[src/rtl/rom_button_tx_pkg.sv]
package rom_button_tx_pkg;

  typedef enum logic [1:0] {
    TX_IDLE  = 2'd0,
    TX_START = 2'd1,
    TX_DATA  = 2'd2,
    TX_STOP  = 2'd3
  } tx_state_e;

  // Constant table contents: entry idx = A5h xor (idx*7) mod 256
  function automatic logic [7:0] table_entry(input int unsigned idx);
    logic [7:0] mult;
    mult = 8'((idx * 7) & 255);
    return 8'hA5 ^ mult;
  endfunction

endpackage

[src/rtl/btn_edge.sv]
module btn_edge #(
  parameter int SYNC_STAGES = 2
) (
  input  logic clk,
  input  logic rst_n,
  input  logic btn_n_i,
  output logic press_o,
  output logic release_o
);

  logic [SYNC_STAGES-1:0] sync_q, sync_d;
  logic                   cur_q, cur_d;
  logic                   prev_q, prev_d;

  // next-state
  always_comb begin
    sync_d = {sync_q[SYNC_STAGES-2:0], btn_n_i};
    cur_d  = ~sync_q[SYNC_STAGES-1];
    prev_d = cur_q;
  end

  // registers; synchronizer resets to the released level, flags to not-pressed
  always_ff @(posedge clk or negedge rst_n) begin
    if (!rst_n) begin
      sync_q <= '1;
      cur_q  <= 1'b0;
      prev_q <= 1'b0;
    end else begin
      sync_q <= sync_d;
      cur_q  <= cur_d;
      prev_q <= prev_d;
    end
  end

  assign press_o   = cur_q & ~prev_q;
  assign release_o = ~cur_q & prev_q;

endmodule

[src/rtl/byte_rom.sv]
module byte_rom #(
  parameter int DEPTH  = 32,
  parameter int DATA_W = 8,
  localparam int ADDR_W = $clog2(DEPTH)
) (
  input  logic [ADDR_W-1:0] addr_i,
  output logic [DATA_W-1:0] data_o
);

  logic [DATA_W-1:0] table_w [DEPTH];

  for (genvar i = 0; i < DEPTH; i++) begin : g_entry
    assign table_w[i] = DATA_W'(rom_button_tx_pkg::table_entry(i));
  end

  assign data_o = table_w[addr_i];

endmodule

[src/rtl/tx_serializer.sv]
module tx_serializer #(
  parameter int DATA_W  = 8,
  parameter int BIT_CYC = 434,
  localparam int CNT_W  = (BIT_CYC > 1) ? $clog2(BIT_CYC) : 1,
  localparam int IDX_W  = (DATA_W > 1) ? $clog2(DATA_W) : 1
) (
  input  logic              clk,
  input  logic              rst_n,
  input  logic              start_i,
  input  logic [DATA_W-1:0] data_i,
  output logic              tx_o,
  output logic              busy_o
);
  import rom_button_tx_pkg::*;

  tx_state_e         st_q, st_d;
  logic [CNT_W-1:0]  cnt_q, cnt_d;
  logic [IDX_W-1:0]  idx_q, idx_d;
  logic [DATA_W-1:0] sh_q, sh_d;
  logic              tx_q, tx_d;
  logic              bit_end;

  assign bit_end = (cnt_q == CNT_W'(BIT_CYC - 1));

  // next-state
  always_comb begin
    st_d  = st_q;
    cnt_d = cnt_q;
    idx_d = idx_q;
    sh_d  = sh_q;
    tx_d  = tx_q;
    if (st_q != TX_IDLE) begin
      cnt_d = bit_end ? '0 : cnt_q + CNT_W'(1);
    end
    unique case (st_q)
      TX_IDLE: begin
        if (start_i) begin
          st_d  = TX_START;
          sh_d  = data_i;
          tx_d  = 1'b0;
          cnt_d = '0;
        end
      end
      TX_START: begin
        if (bit_end) begin
          st_d  = TX_DATA;
          idx_d = '0;
          tx_d  = sh_q[0];
        end
      end
      TX_DATA: begin
        if (bit_end) begin
          if (idx_q == IDX_W'(DATA_W - 1)) begin
            st_d = TX_STOP;
            tx_d = 1'b1;
          end else begin
            idx_d = idx_q + IDX_W'(1);
            sh_d  = sh_q >> 1;
            tx_d  = sh_q[1];
          end
        end
      end
      TX_STOP: begin
        if (bit_end) begin
          st_d = TX_IDLE;
          tx_d = 1'b1;
        end
      end
      default: st_d = TX_IDLE;
    endcase
  end

  // registers
  always_ff @(posedge clk or negedge rst_n) begin
    if (!rst_n) begin
      st_q  <= TX_IDLE;
      cnt_q <= '0;
      idx_q <= '0;
      sh_q  <= '0;
      tx_q  <= 1'b1;
    end else begin
      st_q  <= st_d;
      cnt_q <= cnt_d;
      idx_q <= idx_d;
      sh_q  <= sh_d;
      tx_q  <= tx_d;
    end
  end

  assign tx_o   = tx_q;
  assign busy_o = (st_q != TX_IDLE);

endmodule

[src/rtl/rom_button_tx.sv]
module rom_button_tx #(
  parameter int CLK_HZ      = 50_000_000,
  parameter int BAUD        = 115_200,
  parameter int DEPTH       = 32,
  parameter int DATA_W      = 8,
  parameter int SYNC_STAGES = 2
) (
  input  logic              clk,
  input  logic              rst_n,
  input  logic              btn_n,
  output logic              tx,
  output logic              busy,
  output logic [DATA_W-1:0] cur_byte
);

  localparam int ADDR_W  = $clog2(DEPTH);
  localparam int BIT_CYC = (CLK_HZ + BAUD / 2) / BAUD;

  logic              press_pulse;
  logic              release_pulse;
  logic [ADDR_W-1:0] addr_q, addr_d;
  logic [DATA_W-1:0] byte_q, byte_d;
  logic [DATA_W-1:0] rom_q;
  logic              start_go;

  btn_edge #(
    .SYNC_STAGES(SYNC_STAGES)
  ) u_edge (
    .clk      (clk),
    .rst_n    (rst_n),
    .btn_n_i  (btn_n),
    .press_o  (press_pulse),
    .release_o(release_pulse)
  );

  byte_rom #(
    .DEPTH (DEPTH),
    .DATA_W(DATA_W)
  ) u_rom (
    .addr_i(addr_q),
    .data_o(rom_q)
  );

  // next-state: load and step on press (clock enable = press_pulse)
  always_comb begin
    addr_d = addr_q;
    byte_d = byte_q;
    if (press_pulse) begin
      byte_d = rom_q;
      addr_d = (addr_q == ADDR_W'(DEPTH - 1)) ? '0 : addr_q + ADDR_W'(1);
    end
  end

  always_ff @(posedge clk or negedge rst_n) begin
    if (!rst_n) begin
      addr_q <= '0;
      byte_q <= '0;
    end else begin
      addr_q <= addr_d;
      byte_q <= byte_d;
    end
  end

  // release while a frame is in flight is dropped
  assign start_go = release_pulse & ~busy;

  tx_serializer #(
    .DATA_W (DATA_W),
    .BIT_CYC(BIT_CYC)
  ) u_ser (
    .clk    (clk),
    .rst_n  (rst_n),
    .start_i(start_go),
    .data_i (byte_q),
    .tx_o   (tx),
    .busy_o (busy)
  );

  assign cur_byte = byte_q;

endmodule

[config.mk]
export PLATFORM = sky130hd
export DESIGN_NAME = rom_button_tx
export DESIGN_NICKNAME = d
export VERILOG_FILES = /design/src/rtl/rom_button_tx_pkg.sv /design/src/rtl/btn_edge.sv /design/src/rtl/byte_rom.sv /design/src/rtl/tx_serializer.sv /design/src/rtl/rom_button_tx.sv
export SDC_FILE = /design/constraint.sdc
export NUM_CORES = 1
export LEC_CHECK = 0
export ABC_AREA = 0
export BUFFER_PORTS_ARGS = -buffer_cell sky130_fd_sc_hd__clkbuf_2
export CAP_MARGIN = 20
export CORE_ASPECT_RATIO = 0.9
export CORE_MARGIN = 2
export CORE_UTILIZATION = 54
export CTS_CLUSTER_SIZE = 40
export DETAILED_ROUTE_END_ITERATION = 12
export PLACE_DENSITY = 0.74
export SLEW_MARGIN = 20
export SYNTH_ARGS = -nofsm -noshare
export SYNTH_HDL_FRONTEND = slang
export SYNTH_HIERARCHICAL = 1
export SYNTH_SLANG_ARGS = --single-unit
[constraint.sdc]
create_clock -name clk -period 1.8 [get_ports clk]
set_clock_uncertainty 0.05 [all_clocks]
set_input_delay 0.27 -clock clk [delete_from_list [all_inputs] [get_ports clk]]
set_output_delay 0.27 -clock clk [all_outputs]
set_load 0.01 [all_outputs]
==> flow_metrics.py <==
metrics = {
    "power": {
        "p_leak_nw": 1.193,
        "power_density_nw_per_um2": 1584,
        "total_power_mw": 4.210,
        "vdd_ir_drop_max_mv": 0.7905,
    },
    "place": {
        "dp.cells": 285,
        "globalplace.congestion": 0.8122,
        "io_buffer_count": 12,
        "hpwl_um": 3098,
        "pre_cts_slack_ns": 0.04466,
        "post_dp_cell_area_um2": 2486,
    },
    "logic_synthesis": {
        "synth_edf_count": 0,
        "synth_area_per_cell_um2": 10.59,
        "synthCells": 214,
        "syn_area_um2": 2267,
        "async_reset_ff_frac": 1.000,
        "yosys.area.top_type": "dfrtp_1",
        "synth_most_common_cell": "dfrtp_1",
        "ys_types": 48,
        "synthFlopType": "dfrtp_1",
        "yosysSeqAreaShare": 0.4432,
        "synth_top_cells_by_count": "dfrtp_1 (37), ha_1 (17), nand2_1 (16)",
        "synth_area_leaders": "dfrtp_1 (41%), ha_1 (9.4%), mux2_2 (5.0%), dfstp_2 (3.5%), o21ai_0 (3.3%)",
        "yosysWarnings": 6,
        "synth.ff_latch_count": 40,
        "syn-num-nets": 234,
        "yosysTopAreaCellShare": 0.4084,
    },
    "floorplanning": {
        "die-height_um": 65.47,
        "fp.dieW_um": 72.30,
        "core-area_um2": 4046,
        "rows": 22,
        "io_pins": 13,
        "start_util": 0.5603,
        "dieArea_um2": 4733,
    },
    "sta": {
        "fin_ws_ns": 0.07318,
        "drv_slew": 0,
        "final-setup-viol-count": 0,
        "slew_headroom": 0.6687,
        "fin_crit_sh": 0.9593,
        "holdWs_ns": 0.3114,
        "setup_tns_ns": 0,
        "hold_viol": 0,
        "tightest_slew_ns": 0.4970,
        "fmax_ghz": 0.5791,
        "min_period_ns": 1.727,
        "rsz0062_at_grt": "no",
    },
    "grt": {
        "track_usage": 0.2158,
        "grt_pass1_vias": 1742,
        "grt_pass1_wl_um": 7872,
        "grt_max_degree": 41,
        "grt_overflow": 0,
        "antenna_found_initial": 0,
    },
    "setup_path": {
        "reg2regPathDepth": 8,
        "path_cells": "inv_2 -> ha_1 -> inv_1 -> nor2b_4 -> nand2b_4 -> nand4_4 -> o32a_1 -> o21a_1",
        "cpPeakStageDelay_ns": 0.45,
        "crit_slowest_cell": "dfrtp_1",
        "end_kind": "register",
        "arrival_ns": 1.88,
        "crit_fanout": 8,
        "criticalPathCategory": "register to register",
        "required_ns": 1.95,
        "startpoint_type": "register",
    },
    "clocking": {
        "cts_inserted_buffers": 5,
        "cts_sinks": 40,
        "path_clk_slew_ns": 0.08,
        "clk_latency_ns": 0.30,
        "htreeDepth": 2,
        "tritoncts": "yes",
        "cts_root_buf": "clkbuf_8",
        "cts_buffer_depth": 2,
        "post_cts_buffers": 0,
    },
    "job": {
        "drv_cap": 0,
    },
    "hold_path": {
        "worstHoldPathCells": 0,
        "min_path_type": "register to register",
    },
    "drt": {
        "first_pass_iters": 4,
        "routed_wirelength_um": 4481,
        "vias": 1719,
        "drc": 0,
        "postRouteAntennaNets": 0,
        "drt_iter0_drc": 76,
        "avgRoutedWirePerCell_um": 15.19,
        "via_per_inst": 5.827,
    },
    "outcome": {
        "status": "complete, no violations",
    },
    "final_layout": {
        "postLayoutCellArea_um2": 2658,
        "n_antenna_cell": 0,
        "finalNetCount": 266,
        "post-route-util": 0.6568,
        "num-fill-cells": 320,
        "layout.cells.non_filler": 295,
        "drive_gt1_frac": 0.3036,
        "area_growth_syn_to_layout_pct": 17.22,
    },
}
==> area by class of cell <==
type	count	area (µm²)	share of cell area
timing repair buffer	34	230.2	0.08663
multi-input combinational	153	1210	0.4553
clock buffer	6	72.57	0.02731
tap	48	60.06	0.02260
inverter	12	45.04	0.01695
clock inverter	2	35.03	0.01318
sequential	40	1005	0.3781
==> what timing repair did <==
| item | 4_1_cts | 5_1_grt |
|---|---|---|
| resized for setup | 0 | 15 |
| hold buffers | 2 | 0 |
| hold endpoints to repair | 38 | 0 |
| endpoints found under the setup margin | 0 | 13 |
==> cell families (layout without fill, tap and decap cells) <==
logic type	Yosys count	count (layout)	share of synthesized area
muxes	12	12	0.05905
AOI/OAI and AO/OA	59	59	0.1838
DFF	40	40	0.4432
and+or+nand+nor	64	64	0.1727
adders and majority gates	17	17	0.09382
buffers and inverters	21	54	0.04360
xor gates and xnor gates	1	1	0.003864
==> flip-flops by register name (all words and copies together), names as in the netlist <==
register	count
addr_q	5
cur_byte	8
u_edge/cur_q	1
u_edge/prev_q	1
u_edge/sync_q	2
u_ser/cnt_q	9
u_ser/idx_q	3
u_ser/sh_q	8
u_ser/st_q	2
u_ser/tx_o	1
==> final timing paths <==
path / start / endpoint / slack, ns
max in group asynchronous: rst_n / u_edge/sync_q[1] / 0.82
setup reg to reg: u_ser/st_q[1] / u_ser/sh_q[1] / 0.07
hold reg to reg: u_edge/sync_q[0] / u_edge/sync_q[1] / 0.31
min in group asynchronous: rst_n / u_ser/sh_q[5] / 0.50
hold / removal: u_edge/sync_q[0] / u_edge/sync_q[1] / 0.31
setup / recovery: u_ser/st_q[1] / u_ser/sh_q[1] / 0.07
==> layout by cell type, fill, tap and decap left out, drive strengths merged, types with 3 or more instances in the layout <==
cell and n:
mux2 11, nand4 3, nor2 4, dfstp 3, ha 17, inv 12
clkbuf 18, nand2b 5, nand3 8, o21a 7, o211ai 4, nand2 16
buf 20, dfrtp 37, o32a 8, nor3 5, a21oi 10, o21ai 19
nor2b 5, and3 5
==> layer usage <==
metal  GRT usage  share of wire  vias to the layer above
li1            -              -                      848
met1      0.2878           0.49                      838
met2      0.3394           0.46                       24
met3     0.05061          0.029                        9
met4     0.08491          0.019                        0
met5           0              0                        -
==> critical path, delay by kind of cell, from the launching register on <==
family | cells | cell delay (ns)
AND/OR/NAND/NOR | 3 | 0.49
flip-flops | 1 | 0.45
AO/OA/AOI/OAI | 2 | 0.33
buffers and inverters | 2 | 0.16
adder cells (fa/ha/maj) | 1 | 0.15
==> where the power goes <==
| part | internal (mW) | switching [mW] | total (mW) |
|---|---|---|---|
| registers | 1.22 | 0.277 | 1.49 |
| clock network | 0.411 | 0.311 | 0.722 |
| logic | 0.954 | 1.04 | 1.99 |
Power figures use the tool's default switching activity.
